[src/rtl/tcc_pkg.sv]
package tcc_pkg;
  // number of internal prescaled sources
  localparam int N_INT     = 4;
  // bit spacing between prescaler taps (divide ratio step of 4)
  localparam int TAP_STEP  = 2;
  // synchronised inputs: slow clock plus three external clocks
  localparam int N_SYNC    = 4;
  localparam int N_SRC     = N_INT + N_SYNC;
  localparam int SEL_W     = $clog2(N_SRC);
  localparam int GATE_W    = $clog2(N_SYNC);
  localparam int PRE_W     = TAP_STEP * (N_INT - 1) + 1;

  typedef logic [SEL_W-1:0]  src_sel_t;
  typedef logic [GATE_W-1:0] gate_sel_t;
endpackage

[src/rtl/tcc_prescale.sv]
module tcc_prescale
  import tcc_pkg::*;
(
  input  logic             clk,
  input  logic             rst_n,
  output logic [N_INT-1:0] lvl_o
);
  logic [PRE_W-1:0] div_q;

  always_ff @(posedge clk) begin
    if (!rst_n) div_q <= '0;
    else        div_q <= div_q + 1'b1;
  end

  for (genvar k = 0; k < N_INT; k++) begin : g_tap
    assign lvl_o[k] = div_q[TAP_STEP*k];
  end


  fast_tap_chk: assert property (@(posedge clk) disable iff (!rst_n)
    1'b1 |=> lvl_o[0] != $past(lvl_o[0]));
endmodule

[src/rtl/tcc_sync.sv]
module tcc_sync #(
  parameter int W = 4
) (
  input  logic         clk,
  input  logic         rst_n,
  input  logic [W-1:0] async_i,
  output logic [W-1:0] sync_o
);
  logic [W-1:0] meta_q, stab_q;

  always_ff @(posedge clk) begin
    if (!rst_n) begin
      meta_q <= '0;
      stab_q <= '0;
    end else begin
      meta_q <= async_i;
      stab_q <= meta_q;
    end
  end

  assign sync_o = stab_q;
endmodule

[src/rtl/tcc_edge_sel.sv]
module tcc_edge_sel
  import tcc_pkg::*;
(
  input  logic              clk,
  input  logic              rst_n,
  input  logic [N_INT-1:0]  int_lvl_i,
  input  logic [N_SYNC-1:0] sync_lvl_i,
  input  src_sel_t          src_sel_i,
  input  logic              invert_i,
  input  gate_sel_t         gate_sel_i,
  output logic              cnt_en_o
);
  logic [N_SRC-1:0] lvl, prev_q, rise, fall, edge_v;
  logic             gate_ok;

  assign lvl = {sync_lvl_i, int_lvl_i};

  always_ff @(posedge clk) begin
    if (!rst_n) prev_q <= '0;
    else        prev_q <= lvl;
  end

  for (genvar s = 0; s < N_SRC; s++) begin : g_edge
    assign rise[s]   = lvl[s] & ~prev_q[s];
    assign fall[s]   = ~lvl[s] & prev_q[s];
    assign edge_v[s] = invert_i ? fall[s] : rise[s];
  end

  // gate code g (1..3) picks synchronised input g, which is external input g-1
  assign gate_ok  = (gate_sel_i == '0) ? 1'b1 : sync_lvl_i[gate_sel_i];
  assign cnt_en_o = edge_v[src_sel_i] & gate_ok;


  en_pulse_chk: assert property (@(posedge clk) disable iff (!rst_n)
    cnt_en_o && $stable(src_sel_i) && $stable(invert_i) |=> !cnt_en_o);
endmodule

[src/rtl/tcc_counter.sv]
module tcc_counter #(
  parameter int CNT_W = 16
) (
  input  logic             clk,
  input  logic             rst_n,
  input  logic             cnt_en_i,
  input  logic             trig_i,
  input  logic             status_rd_i,
  output logic [CNT_W-1:0] count_o,
  output logic             ovf_o
);
  localparam logic [CNT_W-1:0] CNT_MAX = '1;

  logic [CNT_W-1:0] cnt_q;
  logic             pend_q, ovf_q;
  logic             wrap, zero_ld;

  assign wrap    = cnt_en_i && (cnt_q == CNT_MAX);
  assign zero_ld = cnt_en_i && (trig_i || pend_q);

  always_ff @(posedge clk) begin
    if (!rst_n) begin
      cnt_q  <= '0;
      pend_q <= 1'b0;
      ovf_q  <= 1'b0;
    end else begin
      if (cnt_en_i) cnt_q <= zero_ld ? '0 : cnt_q + 1'b1;
      if (cnt_en_i)    pend_q <= 1'b0;
      else if (trig_i) pend_q <= 1'b1;
      ovf_q <= wrap | (ovf_q & ~status_rd_i);
    end
  end

  assign count_o = cnt_q;
  assign ovf_o   = ovf_q;


  hold_chk: assert property (@(posedge clk) disable iff (!rst_n)
    !cnt_en_i |=> $stable(count_o));

  trig_zero_chk: assert property (@(posedge clk) disable iff (!rst_n)
    cnt_en_i && (trig_i || pend_q) |=> count_o == '0);

  wrap_flag_chk: assert property (@(posedge clk) disable iff (!rst_n)
    cnt_en_i && count_o == CNT_MAX |=> ovf_o);

  rd_clear_chk: assert property (@(posedge clk) disable iff (!rst_n)
    status_rd_i && !(cnt_en_i && count_o == CNT_MAX) |=> !ovf_o);
endmodule

[src/rtl/timer_chan_clk.sv]
module timer_chan_clk
  import tcc_pkg::*;
#(
  parameter int CNT_W = 16
) (
  input  logic             clk,
  input  logic             rst_n,
  input  logic             slow_clk_i,
  input  logic [2:0]       ext_clk_i,
  input  logic [2:0]       src_sel_i,
  input  logic             invert_i,
  input  logic [1:0]       gate_sel_i,
  input  logic             trig_i,
  input  logic             status_rd_i,
  output logic [CNT_W-1:0] count_o,
  output logic             ovf_o
);
  logic [N_INT-1:0]  int_lvl;
  logic [N_SYNC-1:0] sync_lvl;
  logic              cnt_en;

  tcc_prescale u_pre (
    .clk   (clk),
    .rst_n (rst_n),
    .lvl_o (int_lvl)
  );

  tcc_sync #(.W(N_SYNC)) u_sync (
    .clk     (clk),
    .rst_n   (rst_n),
    .async_i ({ext_clk_i, slow_clk_i}),
    .sync_o  (sync_lvl)
  );

  tcc_edge_sel u_sel (
    .clk        (clk),
    .rst_n      (rst_n),
    .int_lvl_i  (int_lvl),
    .sync_lvl_i (sync_lvl),
    .src_sel_i  (src_sel_i),
    .invert_i   (invert_i),
    .gate_sel_i (gate_sel_i),
    .cnt_en_o   (cnt_en)
  );

  tcc_counter #(.CNT_W(CNT_W)) u_cnt (
    .clk         (clk),
    .rst_n       (rst_n),
    .cnt_en_i    (cnt_en),
    .trig_i      (trig_i),
    .status_rd_i (status_rd_i),
    .count_o     (count_o),
    .ovf_o       (ovf_o)
  );
endmodule

[config.mk]
export PLATFORM = sky130hd
export DESIGN_NAME = timer_chan_clk
export DESIGN_NICKNAME = d
export VERILOG_FILES = /design/src/rtl/tcc_pkg.sv /design/src/rtl/tcc_prescale.sv /design/src/rtl/tcc_sync.sv /design/src/rtl/tcc_edge_sel.sv /design/src/rtl/tcc_counter.sv /design/src/rtl/timer_chan_clk.sv
export SDC_FILE = /design/constraint.sdc
export NUM_CORES = 1
export LEC_CHECK = 0
export ABC_AREA = 1
export BUFFER_PORTS_ARGS = -buffer_cell sky130_fd_sc_hd__buf_4
export CORE_AREA = 4 4 70 72
export CTS_CLUSTER_SIZE = 30
export DETAILED_ROUTE_END_ITERATION = 6
export DIE_AREA = 0 0 74 76
export GPL_TIMING_DRIVEN = 0
export PLACE_DENSITY = 0.76
export SLEW_MARGIN = 40
export SYNTH_ARGS = -nofsm -noshare
export SYNTH_HDL_FRONTEND = slang
export SYNTH_SLANG_ARGS = --single-unit
[constraint.sdc]
create_clock -name clk -period 2.1 [get_ports clk]
set_input_delay 0.105 -clock clk [delete_from_list [all_inputs] [get_ports clk]]
set_output_delay 0.105 -clock clk [all_outputs]
set_load 0.05 [all_outputs]
# Word level (Yosys, flattened, before mapping)
# Index checks and enable logic that the tools add are counted.
# Widths: inputs -> output; s select.
word_totals:
  memories: 0
  latchBits: 0
  regBits: 41
  rom_bits: 0
  input_bits: 14
  ram_bits: 0
classes:
  order_cmp: 2
  n_reduce_logical: 5
  n_mux: 14
  n_bitwise: 37
  eq_ne: 1
  multipliers: 0
  n_div: 0
  n_shift: 0
  addsub: 2
op_table:
  columns: ["cell", "n"]
  rows:
  - ["$and 1x1->1", 18]
  - ["$not 1->1", 18]
  - ["$add 16x1->16 const B", 1]
  - ["$eq 16x16->1 const B", 1]
  - ["$mux 16", 1]
  - ["$mux 1", 11]
  - ["$add 7x1->7 const B", 1]
  - ["$lt 3x4->1 const B", 1]
  - ["$bmux 1 s3", 1]
  - ["$lt 2x3->1 const B", 1]
  - ["$bmux 1 s2", 1]
  - ["$logic_and 1x1->1", 2]
  - ["$logic_not 2->1", 1]
  - ["$reduce_or 2->1", 1]
  - ["$logic_or 1x1->1", 1]
  - ["$or 1x1->1", 1]

# Longest topological paths before layout
# Gate-level depths: netlist of the first run.
depth:
  depth_word: 8
  ltp_mapped: 13
  ltp_nobuf: 13

# Modules after synthesis
# Synthesis of the first run repeated with hierarchy kept, for this count alone.
unflattened:
  hier_cells: 273
  hier_area_um2: 1893.1
modules_own_cells:
  columns: ["mod", "n_inst", "area_per_inst_um2", "cells_per_inst"]
  rows:
  - ["tcc_counter", 1, 850.8, 123]
  - ["tcc_edge_sel", 1, 504.2, 82]
  - ["tcc_prescale", 1, 312.8, 43]
  - ["tcc_sync", 1, 225.2, 25]

# Least setup slack after synthesis of the first run
# OpenSTA, ideal clock, no wires.
synth_timing:
  path_type: "reg-to-reg"
  from: "register u_cnt.cnt_q[0] (netlist: u_cnt.count_o[0])"
  to: "register u_cnt.cnt_q[10] (netlist: u_cnt.count_o[10])"
  n_path_buf: 0
  setup_slack_ns: 0.300
  path_stages_with_launch: 12
  arrival_ns: 1.729
  cell_sequence: "dfxtp_1 ha_1 nand3_1 nor2_1 nand2_1 inv_1 nand2_1 nand2_1 nand2_1 inv_1 nand4_1 a21oi_1"
synth_between:
  elab_chain_cells: 2
synth_lines:
  columns: ["element", "line_no", "text"]
  rows:
  - ["start, declared", "tcc_counter.sv:14", "logic [CNT_W-1:0] cnt_q;"]
  - ["start signal, assigned", "tcc_counter.sv:27", "if (cnt_en_i) cnt_q <= zero_ld ? '0 : cnt_q + 1'b1;"]
  - ["$add 16x1->16", "tcc_counter.sv:27", null]
  - ["$mux 16", "tcc_counter.sv:27", null]
# No other way between the ends.
# A chain may end at the register's enable or synchronous reset.

# Worst setup path in the final report of the first run
# Ends and elaborated chain as after synthesis.

==> impl_metrics.yaml, run 1 <==
setup_path:
  cp_common_cell: "sky130_fd_sc_hd__nand2_1"
  cp.buffers_inverters: 2
  timing.critical_path.arrival_ns: 1.85
  critical_path.top_delay_family: "simple AND/OR/NAND/NOR gates"
  worst_path_largest_cell_delay_ns: 0.42
  start_kind: "flip-flop"
  critical_path.endpoint_type: "flip-flop"
  path_cells: "ha_1 > nand3_1 > nor2_1 > nand2_1 > inv_1 > nand2_1 > nand2_1 > nand2_1 > inv_1 > nand4_1 > a21oi_1"
  worst_path_max_delay_cell: "sky130_fd_sc_hd__dfxtp_1"
  crit_type: "reg2reg"
  required_ns: 2.33
  critPathMaxFanout: 5
route:
  totalWireLength_um: 4180
  vias: 1938
  detail_route.vias_per_cell: 4.98
  drtPass1Iterations: 4
  starting_drc_count_in_detailed_routing: 104
  routed_antenna_nets: 0
  remaining_drc_errors: 0
  routed_wire_length_per_instance_um: 10.7
clock_tree:
  clock_insertion_delay_worst_skew_ns: 0.30
  clock_sink_count: 41
  cts.reportedPaths.clkPinSlew_ns: 0.09
  cts_buffer_depth: 2
  tritoncts: "done"
  cts_htree_levels: 2
  cts_inserted_buffers: 5
  root_buffer: "sky130_fd_sc_hd__clkbuf_8"
flow_run:
  cap_viol_max_count: 0
yosys:
  synth-warning-count: 0
  avgSynthCellArea_um2: 6.93
  synthesis.nets: 312
  ys_seq_elements: 41
  yosysSeqAreaShare: 0.400
  syn_area_um2: 2050
  yosysUniqueCellTypes: 25
  syn-instance-count: 296
status:
  run_status: "finished clean"
power_and_ir_drop:
  vdd.ir_drop.worst_uv: 453
  power_per_cell_area_nw_per_um2: 611
  power.leakage_nw: 1.20
  power_mw: 1.51
min_path:
  hold_path_class: "in2reg"
finish:
  syn_to_final_growth_pct: 20.2
  most_common_cell_after_layout_fill_and_taps_aside: "sky130_fd_sc_hd__nand2_1"
  multi_input_area_um2: 966
  nets: 352
  seq_area_um2: 821
  layout-drive-gt1-share: 0.142
  fillerInstances: 417
  antenna_cells_inserted: 0
  fin_area_um2: 2470
  final_cell_count_no_fill: 389
  layout.cells.most_common_list: "sky130_fd_sc_hd__nand2_1 (75), sky130_fd_sc_hd__inv_1 (53), sky130_fd_sc_hd__dfxtp_1 (41), sky130_fd_sc_hd__buf_4 (30), sky130_fd_sc_hd__nand3_1 (28)"
floorplan:
  number_of_core_rows: 24
  num_io_pins: 31
  die_h_um: 76
  start_util: 0.478
  placeableCoreArea_um2: 4290
  floorplan.die_area_um2: 5620
  die_width_um: 74
sta:
  report.final.setup_viol: 0
  rsz0062_at_grt: "no"
  timing.final.max_slew_violations: 0
  min_period_over_period: 0.770
  timing.fmax_mhz: 619
  fin_skew_ns: 0.00674
  finalWorstPathRequiredPeriod_ns: 1.62
  timing.setup.tns_ns: 0
  relSlewSlack: 0.666
  worstMarginPinSlew_ns: 0.501
  hold_viol: 0
grt:
  via_count_of_the_first_global_routing_pass: 1816
  first_pass_grt_wire_length_um: 7460
  maximum_number_of_pins_on_one_net_before_global_route_repair: 15
  grt.total_usage: 0.163
  overflow: 0
  grt_antenna_before_repair: 0
placement:
  dp_hpwl_um: 3140
  port_buffers: 29
  numPlacedInstances: 377
  place_congestion: 0.786
  placed_cell_area_um2: 2330
[routing by layer]
layer  GRT usage  vias to the layer above  wire length [µm]
met4      0.0851                        0                93
met2       0.270                       44              2040
met3      0.0396                        9               215
li1            -                     1010                 -
met1       0.190                      875              1830
met5           0                        -                 0
[through the flow]
stage / setup slack (ns) / hold WS, ns / util
2_1_floorplan: 0.300 / 0.203 / -
3_3_place_gp: 0.524 / 0.284 / 0.544
3_5_place_dp: 0.505 / 0.291 / 0.544
4_1_cts: 0.471 / 0.0391 / 0.574
5_1_grt: 0.270 / 0.0683 / 0.574
6_report: 0.484 / 0.0431 / 0.574
[power by group]
group	leakage [nW]	internal, mW	switching [mW]	total (mW)
combinational	0.834	0.0662	0.103	0.169
sequential	0.334	0.797	0.0136	0.810
clock	0.0364	0.233	0.295	0.528
total	1.20	1.10	0.412	1.51
[cell usage after synthesis]
cell                       count  share of area
sky130_fd_sc_hd__a21oi_1      19          0.046
sky130_fd_sc_hd__a31oi_1       1         0.0031
sky130_fd_sc_hd__a31oi_4       1          0.010
sky130_fd_sc_hd__buf_4         1         0.0037
sky130_fd_sc_hd__buf_6         3          0.016
sky130_fd_sc_hd__clkbuf_1      4         0.0073
sky130_fd_sc_hd__clkinv_1      1         0.0018
sky130_fd_sc_hd__dfxtp_1      41           0.40
sky130_fd_sc_hd__ha_1          2          0.012
sky130_fd_sc_hd__inv_1        53          0.097
sky130_fd_sc_hd__inv_4         1         0.0031
sky130_fd_sc_hd__nand2_1      75           0.14
sky130_fd_sc_hd__nand2_4       2          0.011
sky130_fd_sc_hd__nand3_1      28          0.068
sky130_fd_sc_hd__nand3_2       2         0.0098
sky130_fd_sc_hd__nand3b_1      3          0.011
sky130_fd_sc_hd__nand4_1      16          0.049
sky130_fd_sc_hd__nor2_1       23          0.042
sky130_fd_sc_hd__nor3_1        1         0.0024
sky130_fd_sc_hd__nor4_1        2         0.0061
sky130_fd_sc_hd__o21ai_0       4         0.0098
sky130_fd_sc_hd__o21ai_1       1         0.0024
sky130_fd_sc_hd__or2_2         1         0.0031
sky130_fd_sc_hd__xnor2_1       1         0.0043
sky130_fd_sc_hd__xor2_1       10          0.043
[logic make-up (layout without fill, tap and decap cells)]
| group | count (synthesis) | in the layout | share of synthesized area |
|---|---|---|---|
| fa+ha+maj | 2 | 2 | 0.0122 |
| buf+inv | 63 | 104 | 0.129 |
| compound gates | 26 | 26 | 0.0720 |
| simple gates | 153 | 153 | 0.340 |
| xor+xnor | 11 | 11 | 0.0470 |
| flops | 41 | 41 | 0.400 |
[worst register-to-register path, stage by stage, from the launching register on]
cell,delay (ns)
sky130_fd_sc_hd__dfxtp_1,0.42
sky130_fd_sc_hd__ha_1,0.21
sky130_fd_sc_hd__nand3_1,0.10
sky130_fd_sc_hd__nor2_1,0.15
sky130_fd_sc_hd__nand2_1,0.14
sky130_fd_sc_hd__inv_1,0.12
sky130_fd_sc_hd__nand2_1,0.05
sky130_fd_sc_hd__nand2_1,0.06
sky130_fd_sc_hd__nand2_1,0.04
sky130_fd_sc_hd__inv_1,0.04
sky130_fd_sc_hd__nand4_1,0.09
sky130_fd_sc_hd__a21oi_1,0.13
[layout make-up]
| class | count | area share |
|---|---|---|
| inverters | 55 | 0.0847 |
| clock buffers | 5 | 0.0279 |
| repair buffers | 33 | 0.105 |
| well taps | 52 | 0.0264 |
| plain buffers | 8 | 0.0228 |
| clock inverters | 3 | 0.00913 |
| multi-input cells | 192 | 0.392 |
| flip-flops and latches | 41 | 0.333 |
[repair_timing]
action | CTS | global route
resized for setup | 0 | 0
hold endpoints to repair | 4 | 0
hold buffers | 4 | 0
buffers inserted | 0 | 0
[path summary, 6_finish.rpt]
| path | start | to | slack, ns | depth (start not counted) |
|---|---|---|---|---|
| min | status_rd_i | u_cnt.ovf_o$_SDFF_PN0_ | 0.04 | 4 |
| min reg2reg | u_sync.meta_q[0]$_SDFF_PN0_ | u_sync.sync_o[0]$_SDFF_PN0_ | 0.42 | 2 |
| max reg2reg | u_cnt.count_o[0]$_SDFFE_PN0P_ | u_cnt.count_o[10]$_SDFFE_PN0P_ | 0.48 | 11 |
| max | u_cnt.count_o[0]$_SDFFE_PN0P_ | u_cnt.count_o[10]$_SDFFE_PN0P_ | 0.48 | 11 |
[flip-flops by register name, indices dropped and copies added (netlist names)]
| register | cells |
|---|---|
| u_cnt.count_o | 16 |
| u_sel.prev_q | 8 |
| u_pre.div_q | 7 |
| u_sync.meta_q | 4 |
| u_sync.sync_o | 4 |
| u_cnt.ovf_o | 1 |
| u_cnt.pend_q | 1 |
No activity file was read; power rests on OpenSTA's default activity.
==> run 2, diff against run 1 <==
==> constraint.sdc (replaced) <==
create_clock -name clk -period 1.61 [get_ports clk]
set_input_delay 0.0805 -clock clk [delete_from_list [all_inputs] [get_ports clk]]
set_output_delay 0.0805 -clock clk [all_outputs]
set_load 0.05 [all_outputs]
==> impl_metrics.yaml, run 2 (same netlist as run 1, synthesis figures left out) <==
clock_tree:
  clock_insertion_delay_worst_skew_ns: 0.30
  cts_buffer_depth: 2
  cts_inserted_buffers: 5
  clock_sink_count: 41
  root_buffer: "sky130_fd_sc_hd__clkbuf_8"
  cts.reportedPaths.clkPinSlew_ns: 0.09
  cts_htree_levels: 2
  tritoncts: "done"
route:
  detailroute.wirelength.met3_um: 230
  totalWireLength_um: 4320
  dr_wl_met2_um: 2140
  remaining_drc_errors: 0
  drtPass1Iterations: 4
  top_signal_layer_used: "met4"
  starting_drc_count_in_detailed_routing: 113
  vias: 1940
  routed_wire_length_per_instance_um: 10.9
  detail_route.vias_per_cell: 4.91
  routed_antenna_nets: 0
  met1_wl_um: 1850
finish:
  largest_register_ff_count: 16
  fillerInstances: 387
  syn_to_final_growth_pct: 26.3
  nets: 358
  layout.cells.most_common_list: "sky130_fd_sc_hd__nand2_1 (74), sky130_fd_sc_hd__inv_1 (51), sky130_fd_sc_hd__buf_4 (34), sky130_fd_sc_hd__dfxtp_1 (34), sky130_fd_sc_hd__nand3_1 (27)"
  final_cell_count_no_fill: 395
  layout-drive-gt1-share: 0.195
  most_common_cell_after_layout_fill_and_taps_aside: "sky130_fd_sc_hd__nand2_1"
  antenna_cells_inserted: 0
sta:
  worstMarginPinSlew_ns: 0.512
  finalWorstPathRequiredPeriod_ns: 1.47
  report.final.setup_viol: 0
  fin_skew_ns: 0.00744
  worst_hold_slack_ns: 0.0128
  timing.fmax_mhz: 679
  min_period_over_period: 0.915
  timing.final.max_slew_violations: 0
  hold_viol: 0
  relSlewSlack: 0.658
  timing.setup.tns_ns: 0
floorplan:
  number_of_core_rows: 24
  floorplan.die_area_um2: 5620
  placeableCoreArea_um2: 4290
  start_util: 0.478
  num_io_pins: 31
  die_width_um: 74
  die_h_um: 76
min_path:
  hold_path_class: "in2reg"
  worst_hold_startpoint: "status_rd_i"
  cell_depth_of_the_worst_hold_path: 4
  worstHoldEndpoint: "u_cnt.ovf_o$_SDFF_PN0_"
placement:
  place_congestion: 0.852
  dp_hpwl_um: 3170
  numPlacedInstances: 377
  port_buffers: 29
flow_run:
  cap_viol_max_count: 0
setup_path:
  reg2reg_to: "u_cnt.count_o[13]$_SDFFE_PN0P_"
  start_kind: "flip-flop"
  critical_path.endpoint_type: "flip-flop"
  critPathMaxFanout: 8
  r2r_cells: 8
  setup_slack_of_the_most_critical_reg_to_reg_path_ns: 0.14
  crit_type: "reg2reg"
  worstReg2RegStart: "u_sync.sync_o[2]$_SDFF_PN0_"
  timing.critical_path.arrival_ns: 1.64
  required_ns: 1.78
grt:
  via_count_of_the_first_global_routing_pass: 1810
  overflow: 0
  grt_antenna_before_repair: 0
  first_pass_grt_wire_length_um: 7600
  maximum_number_of_pins_on_one_net_before_global_route_repair: 17
  grt.total_usage: 0.166
power_and_ir_drop:
  power_per_cell_area_nw_per_um2: 791
  vdd.ir_drop.worst_uv: 659
  power.leakage_nw: 1.26
status:
  run_status: "finished clean"
-- run 2: cell count changes in the layout (fill, tap and decap cells not counted), moves of 2 or more --
cell	before	now
sky130_fd_sc_hd__clkinvlp_4	3	0
sky130_fd_sc_hd__inv_1	53	51
sky130_fd_sc_hd__dfxtp_4	0	2
sky130_fd_sc_hd__dfxtp_2	0	5
sky130_fd_sc_hd__inv_6	0	2
sky130_fd_sc_hd__inv_2	0	2
sky130_fd_sc_hd__dfxtp_1	41	34
sky130_fd_sc_hd__buf_4	30	34
-- run 2: worst max path at each step --
stage / startpoint / end / cells after the start
finish: u_sync.sync_o[2]$_SDFF_PN0_ / u_cnt.count_o[13]$_SDFFE_PN0P_ / 8
CTS: u_cnt.count_o[0]$_SDFFE_PN0P_ / u_cnt.count_o[10]$_SDFFE_PN0P_ / 11
global placement: u_cnt.count_o[0]$_SDFFE_PN0P_ / u_cnt.count_o[10]$_SDFFE_PN0P_ / 11
detailed placement: u_cnt.count_o[0]$_SDFFE_PN0P_ / u_cnt.count_o[10]$_SDFFE_PN0P_ / 11
floorplan: u_cnt.count_o[5]$_SDFFE_PN0P_ / u_cnt.count_o[15]$_SDFFE_PN0P_ / 7
global route: u_pre.div_q[4]$_SDFF_PN0_ / u_cnt.count_o[13]$_SDFFE_PN0P_ / 12
-- run 2: stage by stage --
| step | utilization | setup slack, ns | cell area (µm²) | power, mW |
|---|---|---|---|---|
| floorplan | - | 0.00149 | 2060 | 1.23 |
| global placement | 0.545 | 0.0800 | 2340 | 1.29 |
| detailed placement | 0.545 | 0.0592 | 2340 | 1.30 |
| CTS | 0.577 | 0.0276 | 2480 | 2.03 |
| global route | 0.604 | -0.0241 | 2590 | 2.15 |
| finish | 0.604 | 0.137 | 2590 | 2.05 |
-- run 2: cell type report --
cell class,count,area [µm²],area share
well taps,52,65.1,0.0251
repair buffers,39,320,0.124
flip-flops and latches,41,835,0.322
multi-input cells,192,1000,0.387
clock inverters,3,28.8,0.0111
clock buffers,5,68.8,0.0265
inverters,55,209,0.0806
plain buffers,8,63.8,0.0246
-- run 2: where the power goes --
part	internal, mW	total, mW	switching (mW)
Combinational	0.114	0.259	0.145
Clock	0.327	0.734	0.407
Sequential	1.04	1.06	0.0182
-- run 2: repair_timing --
item | 4_1_cts | 5_1_grt
endpoints found under the setup margin | 0 | 14
hold buffers | 4 | 0
gates resized for setup | 0 | 17
buffers inserted | 0 | 5
endpoints found under the hold margin | 4 | 0
-- run 2: metal layers --
metal / global-route usage / vias to the layer above
met5: 0 / -
met4: 0.0580 / 0
met3: 0.0409 / 14
met2: 0.292 / 46
met1: 0.189 / 851
li1: - / 1029
-- run 2: critical path, cell delays in order, from the launching register on --
cell and delay (ns):
sky130_fd_sc_hd__dfxtp_1 0.37, sky130_fd_sc_hd__inv_1 0.07, sky130_fd_sc_hd__o21ai_1 0.11, sky130_fd_sc_hd__a21oi_1 0.07, sky130_fd_sc_hd__a31oi_4 0.31, sky130_fd_sc_hd__nand2_8 0.11, sky130_fd_sc_hd__clkbuf_16 0.17, sky130_fd_sc_hd__nand2_1 0.06
sky130_fd_sc_hd__a21oi_1 0.07
